==> src/rtl/qsg_pkg.sv <==
package qsg_pkg;

   typedef enum logic {
      DIR_FWD = 1'b0,
      DIR_REV = 1'b1
   } qsg_dir_e;

   // bit 1 = phase A, bit 0 = phase B
   typedef logic [1:0] qsg_phase_t;

   localparam qsg_phase_t PHASE_HOME = 2'b00;

   // exchange the bits, invert A going forward or B going back
   function automatic qsg_phase_t qsg_next_bitwise(qsg_phase_t cur, qsg_dir_e dir);
      qsg_phase_t swapped;
      swapped = {cur[0], cur[1]};
      return (dir == DIR_FWD) ? (swapped ^ 2'b10) : (swapped ^ 2'b01);
   endfunction

   // same mapping written as an explicit state table
   function automatic qsg_phase_t qsg_next_table(qsg_phase_t cur, qsg_dir_e dir);
      qsg_phase_t nxt;
      unique case ({dir, cur})
         3'b0_00: nxt = 2'b10;
         3'b0_10: nxt = 2'b11;
         3'b0_11: nxt = 2'b01;
         3'b0_01: nxt = 2'b00;
         3'b1_00: nxt = 2'b01;
         3'b1_01: nxt = 2'b11;
         3'b1_11: nxt = 2'b10;
         default: nxt = 2'b00;
      endcase
      return nxt;
   endfunction

endpackage

==> src/rtl/qsg_rate_div.sv <==
module qsg_rate_div #(
   parameter int DIV_W = 16
) (
   input  logic             clk,
   input  logic             rst_n,
   input  logic             run_en,
   input  logic [DIV_W-1:0] rate_div,
   output logic             tick
);

   localparam logic [DIV_W-1:0] CNT_ZERO = '0;
   localparam logic [DIV_W-1:0] CNT_ONE  = {{(DIV_W-1){1'b0}}, 1'b1};

   logic [DIV_W-1:0] elapsed_q;
   logic [DIV_W-1:0] reload_q;

   assign tick = run_en && (elapsed_q == reload_q);

   // the reload value is captured only at a step boundary or while frozen
   always_ff @(posedge clk) begin
      if (!rst_n) begin
         elapsed_q <= CNT_ZERO;
         reload_q  <= CNT_ZERO;
      end else if (!run_en) begin
         elapsed_q <= CNT_ZERO;
         reload_q  <= rate_div;
      end else if (tick) begin
         elapsed_q <= CNT_ZERO;
         reload_q  <= rate_div;
      end else begin
         elapsed_q <= elapsed_q + CNT_ONE;
      end
   end

endmodule

==> src/rtl/qsg_phase_seq.sv <==
module qsg_phase_seq
   import qsg_pkg::*;
#(
   parameter bit USE_TABLE = 1'b0
) (
   input  logic clk,
   input  logic rst_n,
   input  logic tick,
   input  logic dir_rev,
   output logic phase_a,
   output logic phase_b,
   output logic step_pulse
);

   qsg_phase_t state_q;
   qsg_phase_t state_nxt;
   qsg_dir_e   dir;
   logic       pulse_q;

   assign dir = qsg_dir_e'(dir_rev);

   generate
      if (USE_TABLE) begin : g_table
         always_comb state_nxt = qsg_next_table(state_q, dir);
      end else begin : g_bitwise
         always_comb state_nxt = qsg_next_bitwise(state_q, dir);
      end
   endgenerate

   always_ff @(posedge clk) begin
      if (!rst_n) begin
         state_q <= PHASE_HOME;
         pulse_q <= 1'b0;
      end else begin
         pulse_q <= tick;
         if (tick) begin
            state_q <= state_nxt;
         end
      end
   end

   assign phase_a    = state_q[1];
   assign phase_b    = state_q[0];
   assign step_pulse = pulse_q;

endmodule

==> src/rtl/qsg_step_cnt.sv <==
module qsg_step_cnt #(
   parameter int CNT_W = 16
) (
   input  logic             clk,
   input  logic             rst_n,
   input  logic             tick,
   input  logic             cnt_load,
   input  logic [CNT_W-1:0] cnt_init,
   output logic             cnt_done
);

   localparam logic [CNT_W-1:0] CNT_ZERO = '0;
   localparam logic [CNT_W-1:0] CNT_ONE  = {{(CNT_W-1){1'b0}}, 1'b1};
   localparam logic [CNT_W-1:0] CNT_WRAP = '1;

   logic [CNT_W-1:0] remain_q;
   logic             armed_q;
   logic             done_q;

   always_ff @(posedge clk) begin
      if (!rst_n) begin
         remain_q <= CNT_ZERO;
         armed_q  <= 1'b0;
         done_q   <= 1'b0;
      end else if (cnt_load) begin
         remain_q <= cnt_init;
         armed_q  <= 1'b1;
         done_q   <= 1'b0;
      end else if (tick) begin
         if (remain_q == CNT_ZERO) begin
            remain_q <= CNT_WRAP;
            if (armed_q) begin
               done_q  <= 1'b1;
               armed_q <= 1'b0;
            end
         end else begin
            remain_q <= remain_q - CNT_ONE;
         end
      end
   end

   assign cnt_done = done_q;

endmodule

==> src/rtl/quad_stepgen.sv <==
module quad_stepgen #(
   parameter int DIV_W     = 16,
   parameter int CNT_W     = 16,
   parameter bit USE_TABLE = 1'b0
) (
   input  logic             clk,
   input  logic             rst_n,
   input  logic             run_en,
   input  logic             dir_rev,
   input  logic [DIV_W-1:0] rate_div,
   input  logic             cnt_load,
   input  logic [CNT_W-1:0] cnt_init,
   output logic             phase_a,
   output logic             phase_b,
   output logic             step_pulse,
   output logic             cnt_done
);

   generate
      if (DIV_W < 1 || DIV_W > 32) begin : g_bad_div
         $error("quad_stepgen: DIV_W must lie in 1..32");
      end
      if (CNT_W < 1 || CNT_W > 32) begin : g_bad_cnt
         $error("quad_stepgen: CNT_W must lie in 1..32");
      end
   endgenerate

   logic step_tick;

   qsg_rate_div #(.DIV_W(DIV_W)) u_div (
      .clk     (clk),
      .rst_n   (rst_n),
      .run_en  (run_en),
      .rate_div(rate_div),
      .tick    (step_tick)
   );

   qsg_phase_seq #(.USE_TABLE(USE_TABLE)) u_seq (
      .clk       (clk),
      .rst_n     (rst_n),
      .tick      (step_tick),
      .dir_rev   (dir_rev),
      .phase_a   (phase_a),
      .phase_b   (phase_b),
      .step_pulse(step_pulse)
   );

   qsg_step_cnt #(.CNT_W(CNT_W)) u_cnt (
      .clk     (clk),
      .rst_n   (rst_n),
      .tick    (step_tick),
      .cnt_load(cnt_load),
      .cnt_init(cnt_init),
      .cnt_done(cnt_done)
   );

endmodule

==> config.mk <==
export PLATFORM = sky130hd
export DESIGN_NAME = quad_stepgen
export DESIGN_NICKNAME = d
export VERILOG_FILES = /design/src/rtl/qsg_pkg.sv /design/src/rtl/qsg_rate_div.sv /design/src/rtl/qsg_phase_seq.sv /design/src/rtl/qsg_step_cnt.sv /design/src/rtl/quad_stepgen.sv
export SDC_FILE = /design/constraint.sdc
export NUM_CORES = 1
export LEC_CHECK = 0
export ABC_AREA = 1
export BUFFER_PORTS_ARGS = -buffer_cell sky130_fd_sc_hd__buf_2
export CORE_ASPECT_RATIO = 1.5
export CORE_MARGIN = 2
export CORE_UTILIZATION = 35
export CTS_BUF_LIST = sky130_fd_sc_hd__clkbuf_4 sky130_fd_sc_hd__clkbuf_8
export DETAILED_ROUTE_END_ITERATION = 10
export SLEW_MARGIN = 20
export SYNTH_ARGS = -nofsm -noshare
export SYNTH_HDL_FRONTEND = slang
export SYNTH_HIERARCHICAL = 1
export SYNTH_SLANG_ARGS = --single-unit
==> constraint.sdc <==
create_clock -name clk -period 4.3 [get_ports clk]
set_clock_uncertainty 0.05 [all_clocks]
set_input_delay 0.86 -clock clk [delete_from_list [all_inputs] [get_ports clk]]
set_output_delay 0.86 -clock clk [all_outputs]
set_load 0.1 [all_outputs]
==> results.yml <==
synthesis:
  syn_nets: 509
  flip_flop_cell_with_the_highest_count_after_synthesis: "sky130_fd_sc_hd__dfxtp_1"
  synth_async_sr_flop_share_pct: 0
  synth.most_common_cell: "sky130_fd_sc_hd__nand2_1"
  post_synth_inst_count: 469
  yosys_warnings: 6
  yosysSeqAreaShare_pct: 34.0
  number_of_synthesized_flops_with_an_enable_pin: 0
  synth_commonest_cells: "125 x sky130_fd_sc_hd__nand2_1, 73 x sky130_fd_sc_hd__nor2_1, 53 x sky130_fd_sc_hd__dfxtp_1, 50 x sky130_fd_sc_hd__inv_1, 38 x sky130_fd_sc_hd__a21oi_1"
  syn_area_per_cell_um2: 6.66
  synthDominantAreaCellType: "sky130_fd_sc_hd__dfxtp_1"
  synth.area.top_cells: "sky130_fd_sc_hd__dfxtp_1 34%, sky130_fd_sc_hd__nand2_1 15%, sky130_fd_sc_hd__nor2_1 8.8%, sky130_fd_sc_hd__a21oi_1 6.1%, sky130_fd_sc_hd__inv_1 6.0%"
  yosysUniqueCellTypes: 35
  postSynthRegisterBits: 53
  syn_area_um2: 3120
  netlist.area_leader.share_pct: 34.0
detailed_routing:
  wl_per_cell_um: 11.3
  firstDrtPassIters: 4
  num_vias: 2854
  wirelength_mm: 6.97
  post-route-drc-count: 0
  via_density_per_instance: 4.65
  drt_first_iter_violations: 111
  route.antenna.remaining_nets: 0
power_and_ir_drop:
  total_leakage_power_uw: 0.00158
  sw_frac_of_total_pct: 29.7
  internal_power_uw: 739
  share_seq_of_total_power_pct: 51.1
  p_sw_uw: 312
  pwr_density_cell_nw_per_um2: 303
  share_of_total_power_in_the_clock_network_pct: 29.7
  power.combinational.fraction_pct: 19.2
  vdd_ir_drop_max_mv: 0.172
cts:
  tritoncts: "built"
  clock_tree.buffer_depth: 2
  post_cts_resize_count: 0
  cts_setup_buffers: 0
  post_cts_hold_buffer_count: 0
  cts_root_buffer: "sky130_fd_sc_hd__clkbuf_8"
  clock_transition_time_at_the_flip_flop_clock_pins_of_the_worst_setup_and_hold_paths_ns: 0.10
  tritoncts_sinks: 53
  cts_inserted_buffers: 5
  clock_insertion_delay_worst_skew_ns: 0.31
  depth_of_the_cts_h_tree: 2
global_route:
  grt_util_met1_pct: 18.4
  grt_start_max_net_pins: 35
  grtUsageMet3_pct: 2.48
  grt_total_usage_pct: 15.1
  grt.busiest_layer: "met2"
  globalRouteMet2Util_pct: 26.7
  global_route_wire_length_before_repair_mm: 11.7
  antenna_found_initial: 0
  grt.overflow.total: 0
  grt_pass1_vias: 2671
sta:
  tns_ns: 0
  fin_crit_ns: 2.88
  finalHoldViolations: 0
  finalHoldWorstSlack_ns: 0.416
  post-route-period-util_pct: 66.9
  setup-violations-final: 0
  max_freq_mhz: 348
  slew_violations: 0
  setup_repair_after_global_routing_missed_its_margin: "false"
  worst-slew-pin-transition_ns: 0.744
  slew_headroom_pct: 50.2
cells_and_area:
  final_core_utilization_pct: 39.7
  nNetsFinal: 543
  antenna_diodes: 0
  synth_to_final_area_change_pct: 11.1
  final_layout_size_suffix_gt1_share_pct: 18.8
  post_layout_nonfiller_instances: 614
critical_path:
  worstPathRequired_ns: 4.44
  worst-setup-path-type: "reg2reg"
  worst-endpoint-arrival_ns: 3.02
  crit_path_end_kind: "flop"
  path_max_fanout: 34
  timing.critical_path.from_type: "flop"
die:
  core_region_area_um2: 8720
  initial_utilization_pct: 35.8
  die_w_um: 81.1
  io_pins: 41
  die_area_um2: 9710
  core_rows: 42
  chipHeight_um: 120
min_path:
  min_delay_worst_type: "reg2reg"
run:
  cap_violations: 0
place:
  place_congestion: 0.819
  dp_hpwl_mm: 5.11
  post-place-cells: 606
  numPortBuffers: 40
outcome:
  result_of_the_run: "finished, final reports clean"
per-stage QoR:
| stage | cell area (um2) | total power, uW | worst slack, ns |
|---|---|---|---|
| after floorplan | 3120 | 702 | 1.81 |
| after global placement | 3370 | 749 | 1.54 |
| after detailed placement | 3370 | 751 | 1.45 |
| after CTS | 3470 | 1070 | 1.43 |
| after global routing | 3470 | 1120 | 1.03 |
| final | 3470 | 1050 | 1.42 |
cell usage in the layout (no fill, tap or decap), types with 3 or more instances in the layout:
cell type,n
sky130_fd_sc_hd__o221ai_1,5
sky130_fd_sc_hd__dfxtp_1,53
sky130_fd_sc_hd__xor2_1,11
sky130_fd_sc_hd__nor2_4,4
sky130_fd_sc_hd__ha_1,3
sky130_fd_sc_hd__o21ai_0,8
sky130_fd_sc_hd__xnor2_1,4
sky130_fd_sc_hd__nand2_2,5
sky130_fd_sc_hd__clkbuf_8,7
sky130_fd_sc_hd__inv_2,10
sky130_fd_sc_hd__a21oi_1,38
sky130_fd_sc_hd__nand3_1,17
sky130_fd_sc_hd__nor2_1,73
sky130_fd_sc_hd__nand4_1,7
sky130_fd_sc_hd__inv_1,50
sky130_fd_sc_hd__buf_2,40
sky130_fd_sc_hd__nand3_2,15
sky130_fd_sc_hd__nor2_2,8
sky130_fd_sc_hd__nand3b_1,3
sky130_fd_sc_hd__nand2_1,125
final timing paths:
path,startpoint,to,slack [ns],depth (start not counted)
setup / recovery,u_div/elapsed_q[7],u_cnt/remain_q[5],1.42,11
hold / removal,u_cnt/cnt_done,u_cnt/cnt_done,0.42,2
setup reg to reg,u_div/elapsed_q[7],u_cnt/remain_q[5],1.42,11
hold reg to reg,u_cnt/cnt_done,u_cnt/cnt_done,0.42,2
flip-flops by register name, indices dropped and copies added, names as in the netlist:
name              flops
u_cnt/remain_q       16
u_div/elapsed_q      16
u_div/reload_q       16
u_seq/state_q         2
u_cnt/armed_q         1
u_cnt/cnt_done        1
u_seq/step_pulse      1
cells by family after synthesis:
logic type               Yosys count  share of synthesized area, %
XOR/XNOR                          15                          4.21
AO/OA/AOI/OAI                     61                          10.9
flip-flops                        53                          34.0
buffers and inverters             76                          10.7
AND/OR/NAND/NOR                  261                          39.0
adder cells (fa/ha/maj)            3                          1.20
final cells by class:
type,instances,area (um2)
clock buffer,7,96.3
clock inverter,1,5.00
fill,984,5260
inverter,62,233
multi-input combinational,340,1730
sequential,53,1060
tap,110,138
timing repair buffer,41,208
critical path: stages, from the launching register on:
cell	delay (ns)
sky130_fd_sc_hd__dfxtp_1	0.46
sky130_fd_sc_hd__nand2_1	0.09
sky130_fd_sc_hd__nand2_1	0.07
sky130_fd_sc_hd__nor2_1	0.04
sky130_fd_sc_hd__nand2_1	0.06
sky130_fd_sc_hd__nor2_2	0.04
sky130_fd_sc_hd__nand2_2	0.54
sky130_fd_sc_hd__nor2_1	0.32
sky130_fd_sc_hd__nor2_4	0.43
sky130_fd_sc_hd__clkinv_1	0.34
sky130_fd_sc_hd__o221ai_1	0.24
sky130_fd_sc_hd__a31oi_1	0.06
layer usage:
metal,vias to the layer above,part of all wire [%]
met3,8,3.5
met2,46,50
li1,1534,-
met1,1266,45
met4,0,1.3
met5,-,0
power groups by stage:
stage          clock, uW  sequential, uW  combinational, uW
2_1_floorplan          0             544                158
3_3_place_gp           0             547                202
3_5_place_dp           0             547                204
4_1_cts              327             537                205
5_1_grt              345             540                234
6_report             312             537                202
Power figures use the tool's default switching activity.
